===== config.mk =====
export PLATFORM = sky130hd
export DESIGN_NAME = cursor_overlay
export DESIGN_NICKNAME = d
export VERILOG_FILES = /design/src/rtl/curs_pkg.sv /design/src/rtl/curs_regs.sv /design/src/rtl/curs_fetch.sv /design/src/rtl/curs_pixel.sv /design/src/rtl/cursor_overlay.sv
export SDC_FILE = /design/constraint.sdc
export NUM_CORES = 1
export LEC_CHECK = 0
export CORE_MARGIN = 4
export CORE_UTILIZATION = 65
export DETAILED_ROUTE_END_ITERATION = 6
export DONT_BUFFER_PORTS = 1
export GPL_TIMING_DRIVEN = 0
export PLACE_DENSITY = 0.81
export SLEW_MARGIN = 30
export SYNTH_ARGS = -nofsm -noshare
export SYNTH_HDL_FRONTEND = slang
export SYNTH_SLANG_ARGS = --single-unit

===== constraint.sdc =====
create_clock -name clk -period 17.78 [get_ports clk]
set_input_delay 5.334 -clock clk [delete_from_list [all_inputs] [get_ports clk]]
set_output_delay 5.334 -clock clk [all_outputs]
set_load 0.01 [all_outputs]

===== src/rtl/curs_pkg.sv =====
package curs_pkg;
    localparam int CUR_SIDE    = 64;
    localparam int PLANE_BYTES = CUR_SIDE / 8;
    localparam int ROW_BYTES   = 2 * PLANE_BYTES;

    typedef enum logic [2:0] {
        SEL_BASE = 3'd0,
        SEL_POS  = 3'd1,
        SEL_HOT  = 3'd2,
        SEL_CLR0 = 3'd3,
        SEL_CLR1 = 3'd4,
        SEL_CTRL = 3'd5
    } reg_sel_e;

    typedef enum logic [1:0] {
        F_IDLE,
        F_FETCH,
        F_DRAIN,
        F_READY
    } fetch_st_e;
endpackage


===== src/rtl/curs_regs.sv =====
module curs_regs import curs_pkg::*; #(
    parameter int ADDR_W = 27
) (
    input  logic              clk,
    input  logic              rst_n,
    input  logic              reg_we,
    input  logic [2:0]        reg_sel,
    input  logic [31:0]       reg_wdata,
    input  logic              frame_start,
    output logic              lock,
    output logic              en,
    output logic [23:0]       clr0,
    output logic [23:0]       clr1,
    output logic [13:0]       pos_x,
    output logic [11:0]       pos_y,
    output logic [ADDR_W-1:0] start_addr
);
    logic [ADDR_W-1:0] sh_base, act_base;
    logic [13:0]       sh_x;
    logic [11:0]       sh_y;
    logic [5:0]        sh_hx, sh_hy, act_hx, act_hy;
    logic              unused_wdata;

    assign unused_wdata = ^reg_wdata;

    always_ff @(posedge clk) begin
        if (!rst_n) begin
            sh_base <= '0; sh_x <= '0; sh_y <= '0; sh_hx <= '0; sh_hy <= '0;
            act_base <= '0; pos_x <= '0; pos_y <= '0; act_hx <= '0; act_hy <= '0;
            lock <= 1'b0; en <= 1'b0; clr0 <= '0; clr1 <= '0;
        end else begin
            if (frame_start && !lock) begin
                act_base <= sh_base;
                pos_x    <= sh_x;
                pos_y    <= sh_y;
                act_hx   <= sh_hx;
                act_hy   <= sh_hy;
            end
            if (reg_we) begin
                unique case (reg_sel)
                    SEL_BASE: begin
                        sh_base <= {reg_wdata[ADDR_W-1:4], 4'b0000};
                        lock    <= reg_wdata[31];
                    end
                    SEL_POS: begin
                        sh_x <= reg_wdata[29:16];
                        sh_y <= reg_wdata[11:0];
                    end
                    SEL_HOT: begin
                        sh_hx <= reg_wdata[21:16];
                        sh_hy <= reg_wdata[5:0];
                    end
                    SEL_CLR0: clr0 <= reg_wdata[23:0];
                    SEL_CLR1: clr1 <= reg_wdata[23:0];
                    SEL_CTRL: en   <= reg_wdata[0];
                    default: ;
                endcase
            end
        end
    end

    always_comb begin
        start_addr = act_base - ADDR_W'(act_hx) - ADDR_W'({act_hy, 4'b0000});
    end
endmodule


===== src/rtl/curs_fetch.sv =====
module curs_fetch import curs_pkg::*; #(
    parameter int ADDR_W  = 27,
    parameter int COORD_W = 16
) (
    input  logic                   clk,
    input  logic                   rst_n,
    input  logic                   line_start,
    input  logic [COORD_W-1:0]     line_y,
    input  logic                   en,
    input  logic [11:0]            pos_y,
    input  logic [ADDR_W-1:0]      start_addr,
    input  logic [7:0]             mem_rd_data,
    output logic                   mem_rd_en,
    output logic [ADDR_W-1:0]      mem_addr,
    output logic                   row_ok,
    output logic [ROW_BYTES-1:0][7:0] row_bytes
);
    localparam int CNT_W = $clog2(ROW_BYTES);

    fetch_st_e          state_q, state_d;
    logic [CNT_W-1:0]   cnt, pend_i;
    logic               pend_v;
    logic [ADDR_W-1:0]  row_base;
    logic [COORD_W-1:0] diff;
    logic               hit;

    always_comb begin
        diff = line_y - COORD_W'(pos_y);
        hit  = en && (line_y >= COORD_W'(pos_y)) && (diff < COORD_W'(CUR_SIDE));
    end

    always_comb begin
        state_d = state_q;
        if (line_start) begin
            state_d = hit ? F_FETCH : F_IDLE;
        end else begin
            unique case (state_q)
                F_FETCH: if (cnt == CNT_W'(ROW_BYTES - 1)) state_d = F_DRAIN;
                F_DRAIN: state_d = F_READY;
                default: ;
            endcase
        end
    end

    always_ff @(posedge clk) begin
        if (!rst_n) state_q <= F_IDLE;
        else        state_q <= state_d;
    end

    always_ff @(posedge clk) begin
        if (!rst_n) begin
            cnt <= '0; pend_i <= '0; pend_v <= 1'b0;
            row_base <= '0; row_bytes <= '0;
        end else begin
            if (line_start) begin
                row_base <= start_addr + ADDR_W'({diff[5:0], 4'b0000});
                cnt      <= '0;
            end else if (state_q == F_FETCH) begin
                cnt <= cnt + 1'b1;
            end
            pend_v <= mem_rd_en && !line_start;
            pend_i <= cnt;
            if (pend_v) row_bytes[pend_i] <= mem_rd_data;
        end
    end

    always_comb begin
        mem_rd_en = (state_q == F_FETCH);
        mem_addr  = row_base + ADDR_W'(cnt);
        row_ok    = (state_q == F_READY);
    end
endmodule


===== src/rtl/curs_pixel.sv =====
module curs_pixel import curs_pkg::*; #(
    parameter int COORD_W = 16
) (
    input  logic                      clk,
    input  logic                      rst_n,
    input  logic                      pix_valid,
    input  logic [COORD_W-1:0]        pix_x,
    input  logic [31:0]               pix_in,
    input  logic [COORD_W-1:0]        active_width,
    input  logic                      row_ok,
    input  logic                      en,
    input  logic [13:0]               cur_x,
    input  logic [ROW_BYTES-1:0][7:0] row_bytes,
    input  logic [23:0]               clr0,
    input  logic [23:0]               clr1,
    output logic [31:0]               pix_out,
    output logic                      pix_out_valid
);
    logic [COORD_W-1:0] off;
    logic [5:0]         p;
    logic               in_win, and_b, xor_b;
    logic [31:0]        result;

    always_comb begin
        off    = pix_x - COORD_W'(cur_x);
        p      = off[5:0];
        in_win = row_ok && en && (pix_x >= COORD_W'(cur_x)) &&
                 (off < COORD_W'(CUR_SIDE)) && (pix_x < active_width);
        and_b  = row_bytes[{1'b0, p[5:3]}][~p[2:0]];
        xor_b  = row_bytes[{1'b1, p[5:3]}][~p[2:0]];
        if (!in_win)     result = pix_in;
        else if (and_b)  result = xor_b ? ~pix_in : pix_in;
        else             result = {8'hFF, xor_b ? clr1 : clr0};
    end

    always_ff @(posedge clk) begin
        if (!rst_n) begin
            pix_out       <= '0;
            pix_out_valid <= 1'b0;
        end else begin
            pix_out_valid <= pix_valid;
            if (pix_valid) pix_out <= result;
        end
    end
endmodule


===== src/rtl/cursor_overlay.sv =====
module cursor_overlay import curs_pkg::*; #(
    parameter int ADDR_W  = 27,
    parameter int COORD_W = 16
) (
    input  logic               clk,
    input  logic               rst_n,
    input  logic               reg_we,
    input  logic [2:0]         reg_sel,
    input  logic [31:0]        reg_wdata,
    input  logic               frame_start,
    input  logic               line_start,
    input  logic [COORD_W-1:0] line_y,
    input  logic [COORD_W-1:0] active_width,
    input  logic               pix_valid,
    input  logic [COORD_W-1:0] pix_x,
    input  logic [31:0]        pix_in,
    output logic [31:0]        pix_out,
    output logic               pix_out_valid,
    output logic               mem_rd_en,
    output logic [ADDR_W-1:0]  mem_addr,
    input  logic [7:0]         mem_rd_data
);
    logic                      cur_lock, cur_en, row_ok;
    logic [23:0]               clr0, clr1;
    logic [13:0]               cur_x;
    logic [11:0]               cur_y;
    logic [ADDR_W-1:0]         start_addr;
    logic [ROW_BYTES-1:0][7:0] row_bytes;

    curs_regs #(.ADDR_W(ADDR_W)) u_regs (
        .clk(clk), .rst_n(rst_n), .reg_we(reg_we), .reg_sel(reg_sel),
        .reg_wdata(reg_wdata), .frame_start(frame_start), .lock(cur_lock),
        .en(cur_en), .clr0(clr0), .clr1(clr1), .pos_x(cur_x), .pos_y(cur_y),
        .start_addr(start_addr)
    );

    curs_fetch #(.ADDR_W(ADDR_W), .COORD_W(COORD_W)) u_fetch (
        .clk(clk), .rst_n(rst_n), .line_start(line_start), .line_y(line_y),
        .en(cur_en), .pos_y(cur_y), .start_addr(start_addr),
        .mem_rd_data(mem_rd_data), .mem_rd_en(mem_rd_en), .mem_addr(mem_addr),
        .row_ok(row_ok), .row_bytes(row_bytes)
    );

    curs_pixel #(.COORD_W(COORD_W)) u_pixel (
        .clk(clk), .rst_n(rst_n), .pix_valid(pix_valid), .pix_x(pix_x),
        .pix_in(pix_in), .active_width(active_width), .row_ok(row_ok),
        .en(cur_en), .cur_x(cur_x), .row_bytes(row_bytes), .clr0(clr0),
        .clr1(clr1), .pix_out(pix_out), .pix_out_valid(pix_out_valid)
    );
endmodule


# Word level (Yosys, flattened, before mapping)
# Index checks and enable logic that the tools add are counted.
# totals
reg_bits	371
latch_bits	0
mem_bits_rw	0
rom_bits	0
in_bits	129
output_inout_bits	61
word_cells	107
n_memories	0
# classes
addsub	7
n_mul	0
div_mod_pow	0
magnitude_cmp	10
eq_ne	10
shifts	0
n_mux	19
bitwise	3
n_reduce_logical	21
# ops
op	count
128-bit bitwise mux	1
32-bit 2-to-1 mux	3
8-bit binary-select mux with 3-bit select	2
8-bit demux with 4-bit select	1
16-bit by 7-bit less-than comparator with 1-bit output, second input constant	2
32-bit inverter	1
27-bit by 10-bit adder with 27-bit output	1
27-bit by 4-bit adder with 27-bit output	1
27-bit by 10-bit subtractor with 27-bit output	1
27-bit by 6-bit subtractor with 27-bit output	1
24-bit 2-to-1 mux	1
8-bit 2-to-1 mux	3
16-bit by 12-bit >= comparator with 1-bit output	1
16-bit by 14-bit >= comparator with 1-bit output	1
16-bit less-than comparator	1
16-bit by 12-bit subtractor with 16-bit output	1
16-bit by 14-bit subtractor with 16-bit output	1
2-bit AND reduction	7
4-bit by 5-bit less-than comparator with 1-bit output, second input constant	2
1-bit logical AND	9
1-bit binary-select mux with 3-bit select	2
3-bit by 2-bit equality test with 1-bit output, second input constant	2
3-bit equality test, second input constant	2
3-bit by 5-bit less-than comparator with 1-bit output, second input constant	1
other kinds (17)	22

# Depth between registers and ports, before layout
# Gate-level depths: netlist of the first run.
# depth
word_depth	8
ltp_mapped	21
ltp_nobuf	21

# By module
# From an unflattened synthesis of the first run, not the netlist that was laid out.
# unflattened
hier_cells	2263
hier_area_um2	19616.3
# by_module_without_submodules
mod	instances	cells_each	area_per_inst_um2
curs_fetch	1	829	7694.9
curs_regs	1	887	7245.7
curs_pixel	1	547	4675.7

# Worst setup path before layout of the first run
# Ideal clock, no wire load.
# synth_timing
path_kind	input -> register
from	input port line_y[1]
to	register u_fetch.row_base[23]
setup_time_ns	0.123
arrival_ns	9.213
required_ns	17.657
slack_ns	8.445
path_stages	20
path_cell_list	ha_1 > nor2b_1 > o21ai_0 > a21oi_1 > o21ai_0 > nor2b_1 > xnor2_1 > fa_1 > ha_1 > and3_1 > and3_1 > a21oi_1 > o31ai_1 > o41ai_1 > o21ai_0 > a21oi_1 > nor2_1 > a311oi_1 > xor2_1 > o21ai_0
# synth_via
elab_chain_len	2
# synth_lines
element	line	text
start: declaration	cursor_overlay.sv:12	input logic [COORD_W-1:0] line_y,
16-bit by 12-bit subtractor with 16-bit output	curs_fetch.sv:28	diff = line_y - COORD_W'(pos_y);
27-bit by 10-bit adder with 27-bit output	curs_fetch.sv:56	row_base <= start_addr + ADDR_W'({diff[5:0], 4'b0000});
end signal: assignment	curs_fetch.sv:56	
end: declaration	curs_fetch.sv:23	logic [ADDR_W-1:0] row_base;
# Every way passes these cells.
# A chain may end at the register's enable or synchronous reset.

# Final worst setup path of the first run
# Same ends and word-level chain as after synthesis.

==> reports/results.tsv, run 1 <==
stage	metric	value	unit
logic_synthesis	Yosys warning count	0	
placed_design	cell total after placement	2647	
die	Ports	190	
logic_synthesis	EDFF count, synth	0	
grt	vias in the first global route	16200	
drt	via count	16600	
worst_setup_path	CP startpoint kind	input pin	
logic_synthesis	Cells after Synth	2251	
grt	total congestion overflow	0	
cts	Setup Buffers After CTS	0	
worst_setup_path	endpoint class of the critical path	register	
outcome	status	finished, final reports clean	
logic_synthesis	Mapped Nets	2468	
grt	GRT Total Usage	32.7	%
final_layout	# diodes	0	
cts	CTS Buf Count	38	
pwr	Leakage	8.04	nW
drt	# DRC	0	
final_layout	register area	7430	sq um
cts	clk sinks	371	
cts	Hold Buf Count CTS	0	
grt	largest net degree at the start of global routing	14	
cts	post-cts repair resize count	0	
logic_synthesis	Primary FF master, synth	dfxtp_1	
cts	Root Buffer	clkbuf_16	
timing	worst clock skew	0.0276	ns
pwr	Pint	0.00141	W
hold_path	Hold Crit Class	reg -> reg	
placed_design	RePlAce Congestion	0.968	
worst_setup_path	R2R depth	21	
logic_synthesis	mean post-synth cell area	8.93	sq um
drt	total wire length	56800	microns
timing	RSZ-0062 raised after global routing	false	
pwr	PwrDens	88.1	nW/um^2
logic_synthesis	Distinct cells, synth	76	
die	Initial Utilization	65.7	%
cts	worst-skew pair later-pin latency	0.55	ns
die	overall die area	33800	sq um
worst_setup_path	FF-to-FF Start	u_regs.pos_y[1]	
final_layout	Final nets	2508	
drt	vias per std cell	6.13	
final_layout	fin cells	2712	
final_layout	P&R area growth vs syn	8.71	%
pwr	sequential share of power	45.3	%
cts	H-tree Lvls	2	
drt	initial drt markers	1376	
pwr	worst IR drop on VDD	0.0686	mV
logic_synthesis	Synth Cell Area	20100	sq um
final_layout	filler instances	2324	
grt	initial antenna violation count	0	
timing	Pins Over Slew Limit	0	
timing	final hold violation count	0	
logic_synthesis	Seq/Total Area, Yosys	36.9	%
worst_setup_path	end of the worst register-to-register path	u_fetch.row_base[23]	
timing	Tmin final	9.62	ns
worst_setup_path	internal reg-to-reg setup slack	12.48	ns
pwr	sw frac	26.6	%
timing	final period utilization	54.1	%
drt	drt pass-1 iters	6	
worst_setup_path	Most common cell on crit path	o21ai_0	
pwr	Comb power frac	13.1	%
final_layout	area occupied by multi-input gates	11600	sq um
worst_setup_path	CP Class	in -> reg	
pwr	clock share of power	41.6	%
drt	drt wl/cell	20.9	microns
logic_synthesis	ys async rst share	0	%
grt	global-route wire length before repair	88100	microns
logic_synthesis	Yosys reg bits	371	
worst_setup_path	cell family with the largest share of critical-path delay	compound AO/OA/AOI/OAI gates	
worst_setup_path	arrival time of the worst setup path	10.03	ns
worst_setup_path	Worst path max stage delay	0.60	ns
die	Die W	184	microns
die	core area	30600	sq um
worst_setup_path	crit-path max FO	4	
final_layout	share of cells above drive strength 1	7.21	%
hold_path	Hold Path Depth	2	
job	total of max-cap violations	0	
worst_setup_path	CP Cell Sequence	ha_1 -> nor2b_1 -> o21ai_0 -> a21oi_1 -> o21ai_0 -> nor2b_1 -> xnor2_1 -> fa_1 -> ha_1 -> and3_1 -> and3_1 -> a21oi_1 -> o31ai_1 -> o41ai_1 -> o21ai_0 -> a21oi_1 -> nor2_1 -> a311oi_1 -> xor2_1 -> o21ai_0	
worst_setup_path	required time worst endpoint	18.19	ns
final_layout	most frequent cells in the layout	414 x nand2_1, 371 x dfxtp_1, 193 x mux2i_1	
cts	CTS tree	done	
timing	Slew HR	32.4	%
hold_path	hold path start	u_regs.clr1[14]	
timing	Fmax achieved	104	MHz
timing	Worst Tran Pin Value	1.01	ns
worst_setup_path	CP max stage cell	o41ai_1	
placed_design	DP Wirelength	41600	microns
worst_setup_path	Worst Path Buf+Inv	0	
die	Cell Rows	64	
drt	post-route ant nets	0	
final_layout	commonest non-fill, non-tap cell in the layout	nand2_1	
placed_design	number of I/O port buffers	0	
hold_path	Hold Crit Endpoint	u_regs.clr1[14]	
timing	Setup-failing EPs final	0	
cts	maximum clock path buffer count	3	
timing	final setup TNS	0	ns
pwr	Net Sw Power	0.000512	W
cts	Clock Pin Slew Worst Setup and Hold Paths	0.06	ns
die	Die H	184	microns
routing by layer:
layer	vias up	share of wire (%)	GRT usage, %
met4	0	3.7	11.9
met1	7899	41	42.5
met3	129	9.5	7.87
met5	-	0	0
li1	7839	-	-
met2	744	46	53.2
sequential cells by signal, indices dropped and copies added (netlist names), 14 cells and up:
| signal | cells |
|---|---|
| u_regs.act_base | 23 |
| u_regs.sh_base | 23 |
| u_regs.sh_x | 14 |
| u_fetch.row_base | 27 |
| u_fetch.row_bytes | 128 |
| u_regs.clr0 | 24 |
| u_regs.pos_x | 14 |
| u_pixel.pix_out | 32 |
| u_regs.clr1 | 24 |
cell type report:
class / count / share of cell area [%]
Clock inverter: 10 / 0.658
Clock buffer: 55 / 5.01
Buffer: 136 / 2.94
Sequential cell: 371 / 34.0
Multi-Input combinational cell: 1634 / 53.3
Tap cell: 396 / 2.27
Inverter: 110 / 1.89
stage by stage:
step	hold slack, ns	total power [W]	area, sq um	utilization, %	setup WS (ns)
2_1_floorplan	0.440	0.00108	20100	-	8.44
3_3_place_gp	0.447	0.00113	20600	67.4	7.86
3_5_place_dp	0.454	0.00114	20600	67.4	7.67
4_1_cts	0.463	0.00192	21900	71.4	8.19
5_1_grt	0.480	0.00199	21900	71.5	7.78
6_report	0.462	0.00193	21900	71.5	8.16
worst max-delay path by stage:
stage | startpoint | to | slack [ns] | depth (start not counted)
floorplan | line_y[1] | u_fetch.row_base[23] | 8.44 | 20
global placement | line_y[1] | u_fetch.row_base[23] | 7.86 | 20
detailed placement | line_y[1] | u_fetch.row_base[23] | 7.67 | 20
CTS | line_y[1] | u_fetch.row_base[23] | 8.19 | 20
global route | line_y[1] | u_fetch.row_base[23] | 7.78 | 20
finish | line_y[1] | u_fetch.row_base[23] | 8.16 | 20
logic make-up (layout without fill, tap and decap cells):
group,Yosys count,after routing,share of synthesized area (%)
compound gates,449,449,16.9
buf+inv,246,311,5.25
flops,371,371,36.9
xor+xnor,73,73,3.31
mux,220,220,12.7
simple gates,804,804,19.0
fa+ha+maj,88,88,5.89
power groups by stage:
| stage | sequential [W] | clock (W) | combinational, W |
|---|---|---|---|
| final | 0.000872 | 0.000801 | 0.000253 |
| after global routing | 0.000875 | 0.000837 | 0.000276 |
| after CTS | 0.000872 | 0.000803 | 0.000249 |
| after detailed placement | 0.000890 | 0 | 0.000247 |
| after global placement | 0.000889 | 0 | 0.000239 |
| after floorplan | 0.000884 | 0 | 0.000193 |
cell usage after synthesis, types with 7 or more instances:
library cell  count  share of area, %
nand2_1         414               7.7
dfxtp_1         371                37
mux2i_1         193               9.6
a21boi_0        175               6.5
nor2b_1         166               5.2
inv_1           109               2.0
clkbuf_1        105               2.0
ha_1             77               4.8
o21ai_0          65               1.6
nor2_1           60               1.1
a21oi_1          51               1.3
xnor2_1          45               2.0
nor3_1           41               1.0
nand3_1          35              0.87
xor2_1           26               1.1
a211oi_2         22               1.4
a21o_1           22              0.82
o221ai_2         20               1.5
nand2b_1         15              0.47
mux4_1           13               1.7
and3_1           12              0.37
nand4_1          12              0.37
buf_4            11              0.41
fa_1             11               1.1
mux4_2           11               1.2
o22ai_1          11              0.34
or3_1            11              0.34
buf_2            10              0.25
o21bai_1         10              0.37
and2_1            9              0.28
a221oi_1          7              0.30
a31oi_1           7              0.22
o221ai_1          7              0.30
worst min-delay path: stages (launching register included):
cell and delay, ns:
dfxtp_1 0.31, nand2_1 0.04, a21boi_0 0.06
No activity file was read; power rests on OpenSTA's default activity.
==> run 2: changes to the inputs <==
--- a/config.mk
+++ b/config.mk
@@ -6,11 +6,11 @@
 export NUM_CORES = 1
 export LEC_CHECK = 0
 export CORE_MARGIN = 4
-export CORE_UTILIZATION = 65
+export CORE_UTILIZATION = 64
 export DETAILED_ROUTE_END_ITERATION = 6
 export DONT_BUFFER_PORTS = 1
 export GPL_TIMING_DRIVEN = 0
-export PLACE_DENSITY = 0.81
+export PLACE_DENSITY = 0.8
 export SLEW_MARGIN = 30
 export SYNTH_ARGS = -nofsm -noshare
 export SYNTH_HDL_FRONTEND = slang
==> constraint.sdc (replaced) <==
create_clock -name clk -period 10 [get_ports clk]
set_input_delay 3 -clock clk [delete_from_list [all_inputs] [get_ports clk]]
set_output_delay 3 -clock clk [all_outputs]
set_load 0.01 [all_outputs]
==> reports/results.tsv, run 2 (same netlist as run 1, synthesis figures left out) <==
stage	metric	value	unit
placed_design	RePlAce Congestion	0.971	
timing	Slew HR	30.3	%
timing	final setup TNS	0	ns
job	total of max-cap violations	0	
worst_setup_path	required time worst endpoint	10.39	ns
outcome	status	finished, final reports clean	
worst_setup_path	WP depth	20	
worst_setup_path	internal reg-to-reg setup slack	4.76	ns
timing	Fmax achieved	138	MHz
final_layout	most frequent cells in the layout	414 x nand2_1, 371 x dfxtp_1, 193 x mux2i_1	
drt	drt wl/cell	20.6	microns
cts	Hold Buf Count CTS	0	
final_layout	Final Core Density	70.9	%
die	Die H	185	microns
grt	GRT Total Usage	31.8	%
die	overall die area	34300	sq um
drt	met1 wire length	23100	microns
final_layout	top flop regs	u_fetch.row_bytes x128, u_pixel.pix_out x32, u_fetch.row_base x27	
worst_setup_path	end of the worst register-to-register path	u_fetch.row_base[23]	
timing	worst clock skew	0.0278	ns
worst_setup_path	FF-to-FF Start	u_regs.pos_y[1]	
placed_design	number of I/O port buffers	0	
worst_setup_path	arrival time of the worst setup path	7.66	ns
drt	total wire length	56000	microns
die	Ports	190	
drt	drt pass-1 iters	5	
worst_setup_path	CP startpoint kind	input pin	
grt	initial antenna violation count	1	
drt	# DRC	0	
drt	highest metal used	met5	
final_layout	# diodes	0	
final_layout	share of cells above drive strength 1	7.29	%
cts	post-cts repair resize count	0	
cts	H-tree Lvls	2	
die	core area	30800	sq um
cts	CTS tree	done	
grt	total congestion overflow	0	
hold_path	Hold Crit Class	reg -> reg	
die	Die W	185	microns
timing	Worst Tran Pin Value	1.02	ns
die	Cell Rows	64	
worst_setup_path	cell family with the largest share of critical-path delay	compound AO/OA/AOI/OAI gates	
final_layout	max reg flops	128	
placed_design	placed cell area	20600	sq um
worst_setup_path	Worst Path Buf+Inv	0	
pwr	Leakage	8.03	nW
timing	Pins Over Slew Limit	0	
placed_design	cell total after placement	2647	
timing	final period utilization	72.7	%
drt	via count	16600	
cts	clk sinks	371	
timing	Tmin final	7.27	ns
timing	RSZ-0062 raised after global routing	false	
drt	vias per std cell	6.13	
worst_setup_path	CP max stage cell	o41ai_1	
worst_setup_path	CP Cell Sequence	ha_1 -> nor2b_1 -> o21ai_0 -> a21oi_1 -> o21ai_0 -> nor2b_1 -> xnor2_1 -> fa_1 -> ha_1 -> and3_1 -> and3_1 -> a21oi_1 -> o31ai_1 -> o41ai_1 -> o21ai_0 -> a21oi_1 -> nor2_1 -> a311oi_1 -> xor2_1 -> o21ai_0	
worst_setup_path	R2R depth	21	
final_layout	commonest non-fill, non-tap cell in the layout	nand2_1	
placed_design	DP Wirelength	41400	microns
final_layout	Final nets	2509	
grt	global-route wire length before repair	86900	microns
worst_setup_path	CP Class	in -> reg	
cts	Clock Pin Slew Worst Setup and Hold Paths	0.06	ns
worst_setup_path	crit path capture	u_fetch.row_base[23]	
final_layout	fin cells	2714	
cts	CTS Buf Count	39	
timing	hold_ws	0.460	ns
cts	Root Buffer	clkbuf_16	
pwr	PwrDens	156	nW/um^2
grt	largest net degree at the start of global routing	14	
pwr	worst IR drop on VDD	0.135	mV
worst_setup_path	endpoint class of the critical path	register	
final_layout	P&R area growth vs syn	8.67	%
die	Initial Utilization	65.2	%
cts	maximum clock path buffer count	3	
timing	Setup-failing EPs final	0	
cts	Setup Buffers After CTS	0	
final_layout	filler instances	2359	
drt	post-route ant nets	0	
worst_setup_path	crit path from	line_y[1]	
worst_setup_path	Most common cell on crit path	o21ai_0	
worst_setup_path	Worst path max stage delay	0.57	ns
drt	initial drt markers	1496	
timing	final hold violation count	0	
final_layout	Reg with most FFs	u_fetch.row_bytes	
cts	worst-skew pair later-pin latency	0.54	ns
drt	wire length on met2	25600	microns
worst_setup_path	crit-path max FO	4	
final_layout	Final Cell Area	21900	sq um
grt	vias in the first global route	16200	
drt	met3 wire length	5330	microns
[run 2: cell types whose count changed in the layout (fill, tap and decap cells not counted), sizes merged]
| cell | change |
|---|---|
| clkinvlp | +2 |
| clkbuf | +1 |
| bufinv | -1 |
| clkinv | +1 |
| inv | -1 |
[run 2: area by class of cell]
| cell class | instances | area [sq um] | share of cell area [%] |
|---|---|---|---|
| flip-flops and latches | 371 | 7430 | 34.0 |
| clock buffers | 56 | 1130 | 5.18 |
| clock inverters | 11 | 103 | 0.470 |
| inverters | 110 | 413 | 1.89 |
| multi-input cells | 1634 | 11600 | 53.3 |
| plain buffers | 136 | 643 | 2.94 |
| well taps | 396 | 495 | 2.27 |
[run 2: per-layer routing]
layer	track usage, %	vias up
li1	-	7826
met1	41.5	7971
met2	52.0	704
met3	7.58	135
met4	11.4	2
met5	0	-
[run 2: worst min-delay path, delay by kind of cell (launching register included)]
family           cells  cell delay (ns)
AO/OA/AOI/OAI        1             0.06
AND/OR/NAND/NOR      1             0.05
flip-flops           1             0.30
[run 2: worst min path at each step]
| stage | start | endpoint | slack, ns | cells after the start |
|---|---|---|---|---|
| 2_1_floorplan | u_regs.clr1[0] | u_regs.clr1[0] | 0.44 | 2 |
| 3_3_place_gp | u_regs.clr1[8] | u_regs.clr1[8] | 0.45 | 2 |
| 3_5_place_dp | u_regs.clr1[15] | u_regs.clr1[15] | 0.45 | 2 |
| 4_1_cts | u_regs.sh_x[5] | u_regs.pos_x[5] | 0.46 | 2 |
| 5_1_grt | u_regs.pos_x[7] | u_regs.pos_x[7] | 0.48 | 2 |
| 6_report | u_regs.clr1[15] | u_regs.clr1[15] | 0.46 | 2 |
[run 2: stage by stage]
stage | power (W) | setup slack [ns]
2_1_floorplan | 0.00191 | 3.00
3_3_place_gp | 0.00201 | 2.34
3_5_place_dp | 0.00202 | 2.30
4_1_cts | 0.00341 | 2.81
5_1_grt | 0.00351 | 2.36
6_report | 0.00341 | 2.73
[run 2: report_power, final]
part / internal (W) / switching [W]
sequential: 0.00151 / 0.0000366
clock: 0.000814 / 0.000599
combinational: 0.000182 / 0.000266
==> run 3: changes to the inputs <==
--- a/config.mk
+++ b/config.mk
@@ -6,11 +6,11 @@
 export NUM_CORES = 1
 export LEC_CHECK = 0
 export CORE_MARGIN = 4
-export CORE_UTILIZATION = 64
+export CORE_UTILIZATION = 58
 export DETAILED_ROUTE_END_ITERATION = 6
 export DONT_BUFFER_PORTS = 1
 export GPL_TIMING_DRIVEN = 0
-export PLACE_DENSITY = 0.8
+export PLACE_DENSITY = 0.76
 export SLEW_MARGIN = 30
 export SYNTH_ARGS = -nofsm -noshare
 export SYNTH_HDL_FRONTEND = slang
==> constraint.sdc (replaced) <==
create_clock -name clk -period 5.91 [get_ports clk]
set_input_delay 1.773 -clock clk [delete_from_list [all_inputs] [get_ports clk]]
set_output_delay 1.773 -clock clk [all_outputs]
set_load 0.01 [all_outputs]
==> reports/results.tsv, run 3 (same netlist as run 1, synthesis figures left out) <==
stage	metric	value	unit
pwr	sequential share of power	43.8	%
worst_setup_path	CP Class	in -> reg	
drt	post-route ant nets	0	
final_layout	Final nets	2511	
timing	Tmin final	5.74	ns
pwr	Net Sw Power	0.00155	W
worst_setup_path	CP startpoint kind	input pin	
die	core area	33900	sq um
final_layout	# diodes	0	
grt	GRT Total Usage	29.3	%
pwr	Comb power frac	12.8	%
timing	worst clock skew	0.0200	ns
outcome	status	finished, final reports clean	
timing	hold_ws	0.460	ns
final_layout	commonest non-fill, non-tap cell in the layout	nand2_1	
cts	Root Buffer	clkbuf_16	
drt	wire length on met2	26300	microns
drt	highest metal used	met5	
worst_setup_path	CP Cell Sequence	inv_1 -> ha_1 -> inv_1 -> fa_1 -> a21o_1 -> a21oi_4 -> xnor2_4 -> buf_2 -> buf_2 -> mux4_2 -> nand3_1 -> o2111ai_1 -> and3_1 -> buf_2 -> buf_6 -> nor2_1 -> nor2_1 -> a21oi_1	
drt	drt wl/cell	20.8	microns
drt	vias per std cell	5.95	
timing	final setup margin	0.168	ns
cts	H-tree Lvls	2	
worst_setup_path	Most common cell on crit path	buf_2	
worst_setup_path	arrival time of the worst setup path	6.11	ns
worst_setup_path	Worst path max stage delay	0.78	ns
timing	final hold violation count	0	
pwr	PnR Total Power	0.00599	W
placed_design	RePlAce Congestion	0.913	
placed_design	cell total after placement	2699	
cts	clk sinks	371	
drt	met1 wire length	24900	microns
timing	final period utilization	97.2	%
cts	CTS Buf Count	40	
pwr	sw frac	25.8	%
timing	Setup-failing EPs final	0	
timing	Slew HR	30.0	%
final_layout	fin cells	2770	
pwr	Pint	0.00444	W
cts	worst-skew pair later-pin latency	0.54	ns
drt	met3 wire length	5000	microns
die	Initial Utilization	59.4	%
placed_design	number of I/O port buffers	0	
drt	initial drt markers	1430	
final_layout	top flop regs	u_fetch.row_bytes x128, u_pixel.pix_out x32, u_fetch.row_base x27	
pwr	worst IR drop on VDD	0.222	mV
cts	maximum clock path buffer count	3	
final_layout	share of cells above drive strength 1	7.67	%
cts	Clock Pin Slew Worst Setup and Hold Paths	0.06	ns
grt	initial antenna violation count	1	
placed_design	placed cell area	20700	sq um
drt	total wire length	57700	microns
pwr	clock share of power	43.4	%
die	overall die area	37700	sq um
pwr	Leakage	8.11	nW
final_layout	filler instances	2832	
die	Ports	190	
final_layout	Reg with most FFs	u_fetch.row_bytes	
cts	CTS tree	done	
timing	RSZ-0062 raised after global routing	false	
pwr	PwrDens	271	nW/um^2
die	Die H	194	microns
timing	Pins Over Slew Limit	0	
final_layout	P&R area growth vs syn	9.75	%
job	total of max-cap violations	0	
timing	Fmax achieved	174	MHz
grt	global-route wire length before repair	89500	microns
worst_setup_path	CP max stage cell	nor2_1	
timing	Worst Tran Pin Value	1.04	ns
grt	largest net degree at the start of global routing	14	
final_layout	most frequent cells in the layout	414 x nand2_1, 371 x dfxtp_1, 192 x mux2i_1	
drt	drt pass-1 iters	5	
final_layout	Final Cell Area	22100	sq um
final_layout	max reg flops	128	
placed_design	Placement Setup Slack	-0.577	ns
die	Die W	194	microns
drt	# DRC	0	
drt	via count	16500	
worst_setup_path	required time worst endpoint	6.28	ns
grt	total congestion overflow	0	
worst_setup_path	endpoint class of the critical path	register	
grt	vias in the first global route	16000	
cts	Hold Buf Count CTS	0	
placed_design	DP Wirelength	43400	microns
die	Cell Rows	67	
hold_path	Hold Crit Class	reg -> reg	
worst_setup_path	crit-path max FO	10	
run 3: cell types whose count changed in the layout (fill, tap and decap cells not counted), moves of 2 or more:
cell       change
bufinv_16      +3
clkbuf_1       -3
clkbuf_8       +3
o21ai_1        +2
o21ai_0        -2
run 3: final timing paths:
check                       start             endpoint  slack, ns  depth (start not counted)
setup / recovery         pix_x[0]  u_pixel.pix_out[28]       0.17                         18
hold / removal    u_regs.clr1[17]      u_regs.clr1[17]       0.46                          2
setup reg to reg  u_regs.pos_x[0]  u_pixel.pix_out[28]       1.06                         17
hold reg to reg   u_regs.clr1[17]      u_regs.clr1[17]       0.46                          2
run 3: area by class of cell:
cell class / instances / area (sq um) / area share, %
Tap cell: 448 / 561 / 2.54
Sequential cell: 371 / 7430 / 33.7
Timing Repair Buffer: 1 / 7.51 / 0.0340
Multi-Input combinational cell: 1634 / 11700 / 52.8
Clock buffer: 57 / 1190 / 5.38
Inverter: 110 / 413 / 1.87
Buffer: 136 / 643 / 2.91
Clock inverter: 13 / 178 / 0.805
run 3: metal layers:
layer / vias to the layer above / track usage (%)
met2: 604 / 47.6
met3: 87 / 6.95
li1: 7844 / -
met4: 2 / 8.49
met5: - / 0
met1: 7934 / 39.2
run 3: stage by stage:
stage / TNS (ns) / utilization, %
floorplan: 0 / -
global placement: -4.81 / 61.0
detailed placement: -5.59 / 61.1
CTS: 0 / 65.1
global route: 0 / 65.2
finish: 0 / 65.2
run 3: power groups by stage:
stage	clock [W]	sequential (W)	combinational, W
finish	0.00260	0.00262	0.000767
global route	0.00272	0.00263	0.000835
global placement	0	0.00268	0.000731
detailed placement	0	0.00268	0.000749
floorplan	0	0.00266	0.000580
CTS	0.00261	0.00262	0.000755
run 3: what timing repair did:
item | in CTS | in global routing
setup buffers | 0 | 1
setup endpoints to repair | 1 | 3
gates resized for setup | 1 | 3
pin swaps | 0 | 2
run 3: worst max-delay path: cells and delay by family:
kind                     cells  cell delay [ns]
AO/OA/AOI/OAI                4             0.73
XOR/XNOR                     1             0.23
adder cells (fa/ha/maj)      2             0.60
buffers and inverters        6             1.30
multiplexers                 1             0.28
AND/OR/NAND/NOR              4             1.18
